**src/rtl/mcycle_ctrl_pkg.sv**
```systemverilog
package mcycle_ctrl_pkg;

  localparam int SEL_W = 2;

  // Encodings of the two-bit selects seen by the datapath
  localparam logic [SEL_W-1:0] PC_FROM_ALU   = 2'b01;
  localparam logic [SEL_W-1:0] ALU_ADD       = 2'b00;
  localparam logic [SEL_W-1:0] ALU_FUNCT     = 2'b10;
  localparam logic [SEL_W-1:0] B_FROM_REG    = 2'b00;
  localparam logic [SEL_W-1:0] B_FOUR        = 2'b01;
  localparam logic [SEL_W-1:0] B_OFFSET      = 2'b10;
  localparam logic [SEL_W-1:0] B_OFFSET_SHL2 = 2'b11;

  typedef enum logic [2:0] {
    ST_FETCH   = 3'd0,
    ST_DECODE  = 3'd1,
    ST_ARITH   = 3'd2,
    ST_ARITHWB = 3'd3,
    ST_LDADDR  = 3'd4,
    ST_LDMEM   = 3'd5,
    ST_LDWB    = 3'd6
  } stepT;

  typedef struct packed {
    logic             memAddrSel;
    logic             memRead;
    logic             irLoad;
    logic             pcLoad;
    logic [SEL_W-1:0] pcSel;
    logic [SEL_W-1:0] aluMode;
    logic             aluASel;
    logic [SEL_W-1:0] aluBSel;
    logic             regWrite;
    logic             regDataSel;
    logic             regDestSel;
  } ctrlStrobesT;

endpackage

```
**src/rtl/mcycle_ctrl_seq.sv**
```systemverilog
module mcycle_ctrl_seq
  import mcycle_ctrl_pkg::*;
#(
  parameter int              OP_W    = 6,
  parameter logic [OP_W-1:0] OP_ARITH = '0,
  parameter logic [OP_W-1:0] OP_LOAD  = 6'b100011
) (
  input  logic            clk,
  input  logic            rst,
  input  logic [OP_W-1:0] opcode,
  output stepT            curStep
);

  stepT nextStep;

  // The opcode is consulted only while decoding
  always_comb begin
    unique case (curStep)
      ST_FETCH:   nextStep = ST_DECODE;
      ST_DECODE: begin
        if (opcode == OP_ARITH)     nextStep = ST_ARITH;
        else if (opcode == OP_LOAD) nextStep = ST_LDADDR;
        else                        nextStep = ST_FETCH;
      end
      ST_ARITH:   nextStep = ST_ARITHWB;
      ST_ARITHWB: nextStep = ST_FETCH;
      ST_LDADDR:  nextStep = ST_LDMEM;
      ST_LDMEM:   nextStep = ST_LDWB;
      ST_LDWB:    nextStep = ST_FETCH;
      default:    nextStep = ST_FETCH;
    endcase
  end

  always_ff @(posedge clk) begin
    if (rst) curStep <= ST_FETCH;
    else     curStep <= nextStep;
  end

endmodule

```
**src/rtl/mcycle_ctrl_dec.sv**
```systemverilog
module mcycle_ctrl_dec
  import mcycle_ctrl_pkg::*;
(
  input  stepT        curStep,
  output ctrlStrobesT strobes
);

  always_comb begin
    strobes = '0;
    unique case (curStep)
      ST_FETCH: begin
        strobes.memRead = 1'b1;
        strobes.irLoad  = 1'b1;
        strobes.pcLoad  = 1'b1;
        strobes.pcSel   = PC_FROM_ALU;
        strobes.aluMode = ALU_ADD;
        strobes.aluBSel = B_FOUR;
      end
      ST_DECODE: begin
        strobes.aluMode = ALU_ADD;
        strobes.aluBSel = B_OFFSET_SHL2;
      end
      ST_ARITH: begin
        strobes.aluASel = 1'b1;
        strobes.aluBSel = B_FROM_REG;
        strobes.aluMode = ALU_FUNCT;
      end
      ST_ARITHWB: begin
        strobes.regWrite   = 1'b1;
        strobes.regDestSel = 1'b1;
      end
      ST_LDADDR: begin
        strobes.aluASel = 1'b1;
        strobes.aluBSel = B_OFFSET;
        strobes.aluMode = ALU_ADD;
      end
      ST_LDMEM: begin
        strobes.memAddrSel = 1'b1;
        strobes.memRead    = 1'b1;
      end
      ST_LDWB: begin
        strobes.regWrite   = 1'b1;
        strobes.regDataSel = 1'b1;
      end
      default: strobes = '0;
    endcase
  end

endmodule

```
**src/rtl/mcycle_ctrl.sv**
```systemverilog
module mcycle_ctrl
  import mcycle_ctrl_pkg::*;
#(
  parameter int              OP_W    = 6,
  parameter logic [OP_W-1:0] OP_ARITH = '0,
  parameter logic [OP_W-1:0] OP_LOAD  = 6'b100011
) (
  input  logic             clk,
  input  logic             rst,
  input  logic [OP_W-1:0]  opcode,
  output logic             memAddrSel,
  output logic             memRead,
  output logic             irLoad,
  output logic             pcLoad,
  output logic [SEL_W-1:0] pcSel,
  output logic [SEL_W-1:0] aluMode,
  output logic             aluASel,
  output logic [SEL_W-1:0] aluBSel,
  output logic             regWrite,
  output logic             regDataSel,
  output logic             regDestSel
);

  stepT        curStep;
  ctrlStrobesT strobes;

  mcycle_ctrl_seq #(
    .OP_W(OP_W), .OP_ARITH(OP_ARITH), .OP_LOAD(OP_LOAD)
  ) seqInst (
    .clk(clk), .rst(rst), .opcode(opcode), .curStep(curStep)
  );

  mcycle_ctrl_dec decInst (
    .curStep(curStep), .strobes(strobes)
  );

  assign memAddrSel = strobes.memAddrSel;
  assign memRead    = strobes.memRead;
  assign irLoad     = strobes.irLoad;
  assign pcLoad     = strobes.pcLoad;
  assign pcSel      = strobes.pcSel;
  assign aluMode    = strobes.aluMode;
  assign aluASel    = strobes.aluASel;
  assign aluBSel    = strobes.aluBSel;
  assign regWrite   = strobes.regWrite;
  assign regDataSel = strobes.regDataSel;
  assign regDestSel = strobes.regDestSel;

endmodule

```
**config.mk**
```make
export PLATFORM = sky130hd
export DESIGN_NAME = mcycle_ctrl
export DESIGN_NICKNAME = d
export VERILOG_FILES = /design/src/rtl/mcycle_ctrl_pkg.sv /design/src/rtl/mcycle_ctrl_seq.sv /design/src/rtl/mcycle_ctrl_dec.sv /design/src/rtl/mcycle_ctrl.sv
export SDC_FILE = /design/constraint.sdc
export NUM_CORES = 1
export LEC_CHECK = 0
export ABC_AREA = 1
export BUFFER_PORTS_ARGS = -buffer_cell sky130_fd_sc_hd__clkbuf_2
export CAP_MARGIN = 10
export CORE_AREA = 3 3 40 42
export DETAILED_ROUTE_END_ITERATION = 10
export DIE_AREA = 0 0 43 45
export GPL_ROUTABILITY_DRIVEN = 0
export PLACE_DENSITY_LB_ADDON = 0.12
export SLEW_MARGIN = 0
export SYNTH_ARGS = -nofsm -noshare
export SYNTH_HDL_FRONTEND = slang
export SYNTH_SLANG_ARGS = --single-unit
```
**constraint.sdc**
```tcl
create_clock -name clk -period 1 [get_ports clk]
set_input_delay 0.15 -clock clk [delete_from_list [all_inputs] [get_ports clk]]
set_output_delay 0.15 -clock clk [all_outputs]
set_load 0.005 [all_outputs]
```
==> flow_summary.json <==
{
  "core_um2": 1280,
  "clockBufferDepth": 2,
  "cp_max_fo": 5,
  "tritoncts": "done",
  "post-dp-hpwl_um": 579,
  "start_util": 0.209,
  "min_path_cells": 2,
  "fin_util": 0.388,
  "area_growth_syn_to_layout_pct": 85.1,
  "post-route-period-util": 1.20,
  "path_class": "reg -> out",
  "syn_avg_cell_area_um2": 5.27,
  "min_period_ns": 1.20,
  "hold_end": "seqInst.curStep[1]",
  "io_buffers": 19,
  "synth_warnings": 0,
  "final_cell_mix": "clkbuf_2 (14), nand2_1 (11), nor2_1 (10), inv_1 (6), buf_2 (5)",
  "row_count": 13,
  "clk-insertion-delay-late_ns": 0.23,
  "antenna_found_initial": 0,
  "firstDrtPassIters": 2,
  "hold_viol_final": 0,
  "clock-sinks": 3,
  "overflow": 0,
  "die_width_um": 43,
  "drive_above_1_share": 0.566,
  "synth_cell_type_count": 13,
  "wire_per_inst_um": 7.87,
  "wirelength_um": 716,
  "crit_arrival_ns": 1.05,
  "clockRootBuffer": "clkbuf_4",
  "worstSetupEndpointType": "output port",
  "outcome": "complete, but fails checks",
  "ys_ff_latch": 3,
  "dieArea_um2": 1940,
  "synth_area_um2": 269,
  "rr_worst_depth": 7,
  "reg_top3": "seqInst.curStep: 3 flops",
  "final_antenna_net_count": 0,
  "rrSetupSlack_ns": 0.05,
  "drv_slew": 0,
  "largest_reg_flops": 3,
  "grt_pass1_vias": 313,
  "grt_max_degree": 6,
  "required_ns": 0.85,
  "hp-class": "in -> reg",
  "clock.fmax_mhz": 835,
  "drcViolationCount": 0,
  "skew_ns": 0.00125,
  "hold_start": "rst",
  "postSynthCellCount": 51,
  "yosys-top-cells-area": "dfxtp_1 (22%), nand2_1 (20%), nor2_1 (14%)",
  "post_drt_via_cell_ratio": 3.86,
  "clkTransAtPathRegs_ns": 0.03,
  "cts_buffers": 3,
  "start_kind": "flip-flop",
  "diodes": 0,
  "leakage_uw": 0.000289,
  "peakVddDrop_mv": 0.401,
  "regToRegStartpoint": "seqInst.curStep[0]",
  "htreeDepth": 1,
  "violations": "negative setup slack",
  "die_h_um": 45,
  "synth_area_leader_cell": "dfxtp_1",
  "grt_pass1_wl_um": 1140,
  "num_vias": 351,
  "setup_viol": 12,
  "fin_hold_ws_ns": 0.0928,
  "reg2reg_to": "seqInst.curStep[1]",
  "pin_count": 22,
  "drtIter0Drc": 1,
  "grt_usage": 0.0783,
  "drv_cap": 0,
  "synth_seq_area_share": 0.223,
  "regMostFlops": "seqInst.curStep",
  "nets": 85,
  "layout_commonest_cell": "clkbuf_2",
  "rsz0062_at_grt": "yes",
  "setup_ws_ns": -0.197,
  "synth_top_area_share": 0.223,
  "power_density_nw_per_um2": 866
}
## layer usage
metal  global-route usage  vias up  share of wire
li1                     -      197              -
met1               0.0892      143           0.44
met2                0.126       11           0.49
met3               0.0359        0          0.067
met4               0.0361        0              0
met5                    0        -              0
## Yosys cell counts
| cell type | number |
|---|---|
| nand3_1 | 3 |
| dfxtp_1 | 3 |
| nor2_1 | 10 |
| nor3_1 | 1 |
| inv_1 | 9 |
| buf_4 | 4 |
| o21ai_0 | 2 |
| nor2_2 | 1 |
| conb_1 | 1 |
| or2_1 | 1 |
| a21oi_1 | 1 |
| nand2_1 | 14 |
| inv_2 | 1 |
## cells by family (layout without fill, tap and decap cells)
family,Yosys count,in the layout,synth area share
AO/OA/AOI/OAI,3,3,0.0558
buffers and inverters,14,38,0.251
flip-flops,3,3,0.223
other,1,2,0.0139
AND/OR/NAND/NOR,30,30,0.456
## where the power goes
group | leakage (µW) | switching (µW) | internal, µW
Combinational | 0.000248 | 51.5 | 48.5
Clock | 0.0000150 | 57.4 | 149
Sequential | 0.0000266 | 6.37 | 118
## worst max-delay path, stage by stage, from the launching register on
cell     delay, ns
dfxtp_4       0.37
nand2_1       0.09
nor2_1        0.05
or2_1         0.19
buf_2         0.12
## worst max path at each step
stage                       start        to  slack [ns]  cells after the start
5_1_grt        seqInst.curStep[1]  regWrite       -0.25                      4
2_1_floorplan  seqInst.curStep[1]  regWrite        0.02                      3
3_3_place_gp   seqInst.curStep[1]  regWrite       -0.04                      4
6_report       seqInst.curStep[2]  regWrite       -0.20                      4
3_5_place_dp   seqInst.curStep[1]  regWrite        -0.1                      4
4_1_cts        seqInst.curStep[0]  regWrite       -0.21                      4
## through the flow
stage	setup WS, ns	cells	instance area, µm²	power, µW	TNS (ns)
2_1_floorplan	0.0169	52	273	179	0
4_1_cts	-0.206	90	427	435	-1.82
5_1_grt	-0.253	91	498	467	-2.38
6_report	-0.197	91	498	431	-1.52
3_3_place_gp	-0.0431	85	379	211	-0.0553
3_5_place_dp	-0.0965	85	379	211	-0.121
## final cells by class
class | instances | area [µm²]
multi-input cells | 35 | 195
clock buffers | 4 | 26.3
inverters | 10 | 50.0
fillers | 131 | 787
repair buffers | 24 | 136
well taps | 15 | 18.8
flip-flops and latches | 3 | 71.3
## repair_timing
item	in CTS	in global routing
setup endpoints to repair	12	13
pin swaps	1	5
hold buffers	0	0
resized for setup	8	25
buffers inserted	1	2
(Power assumes the default switching activity.)
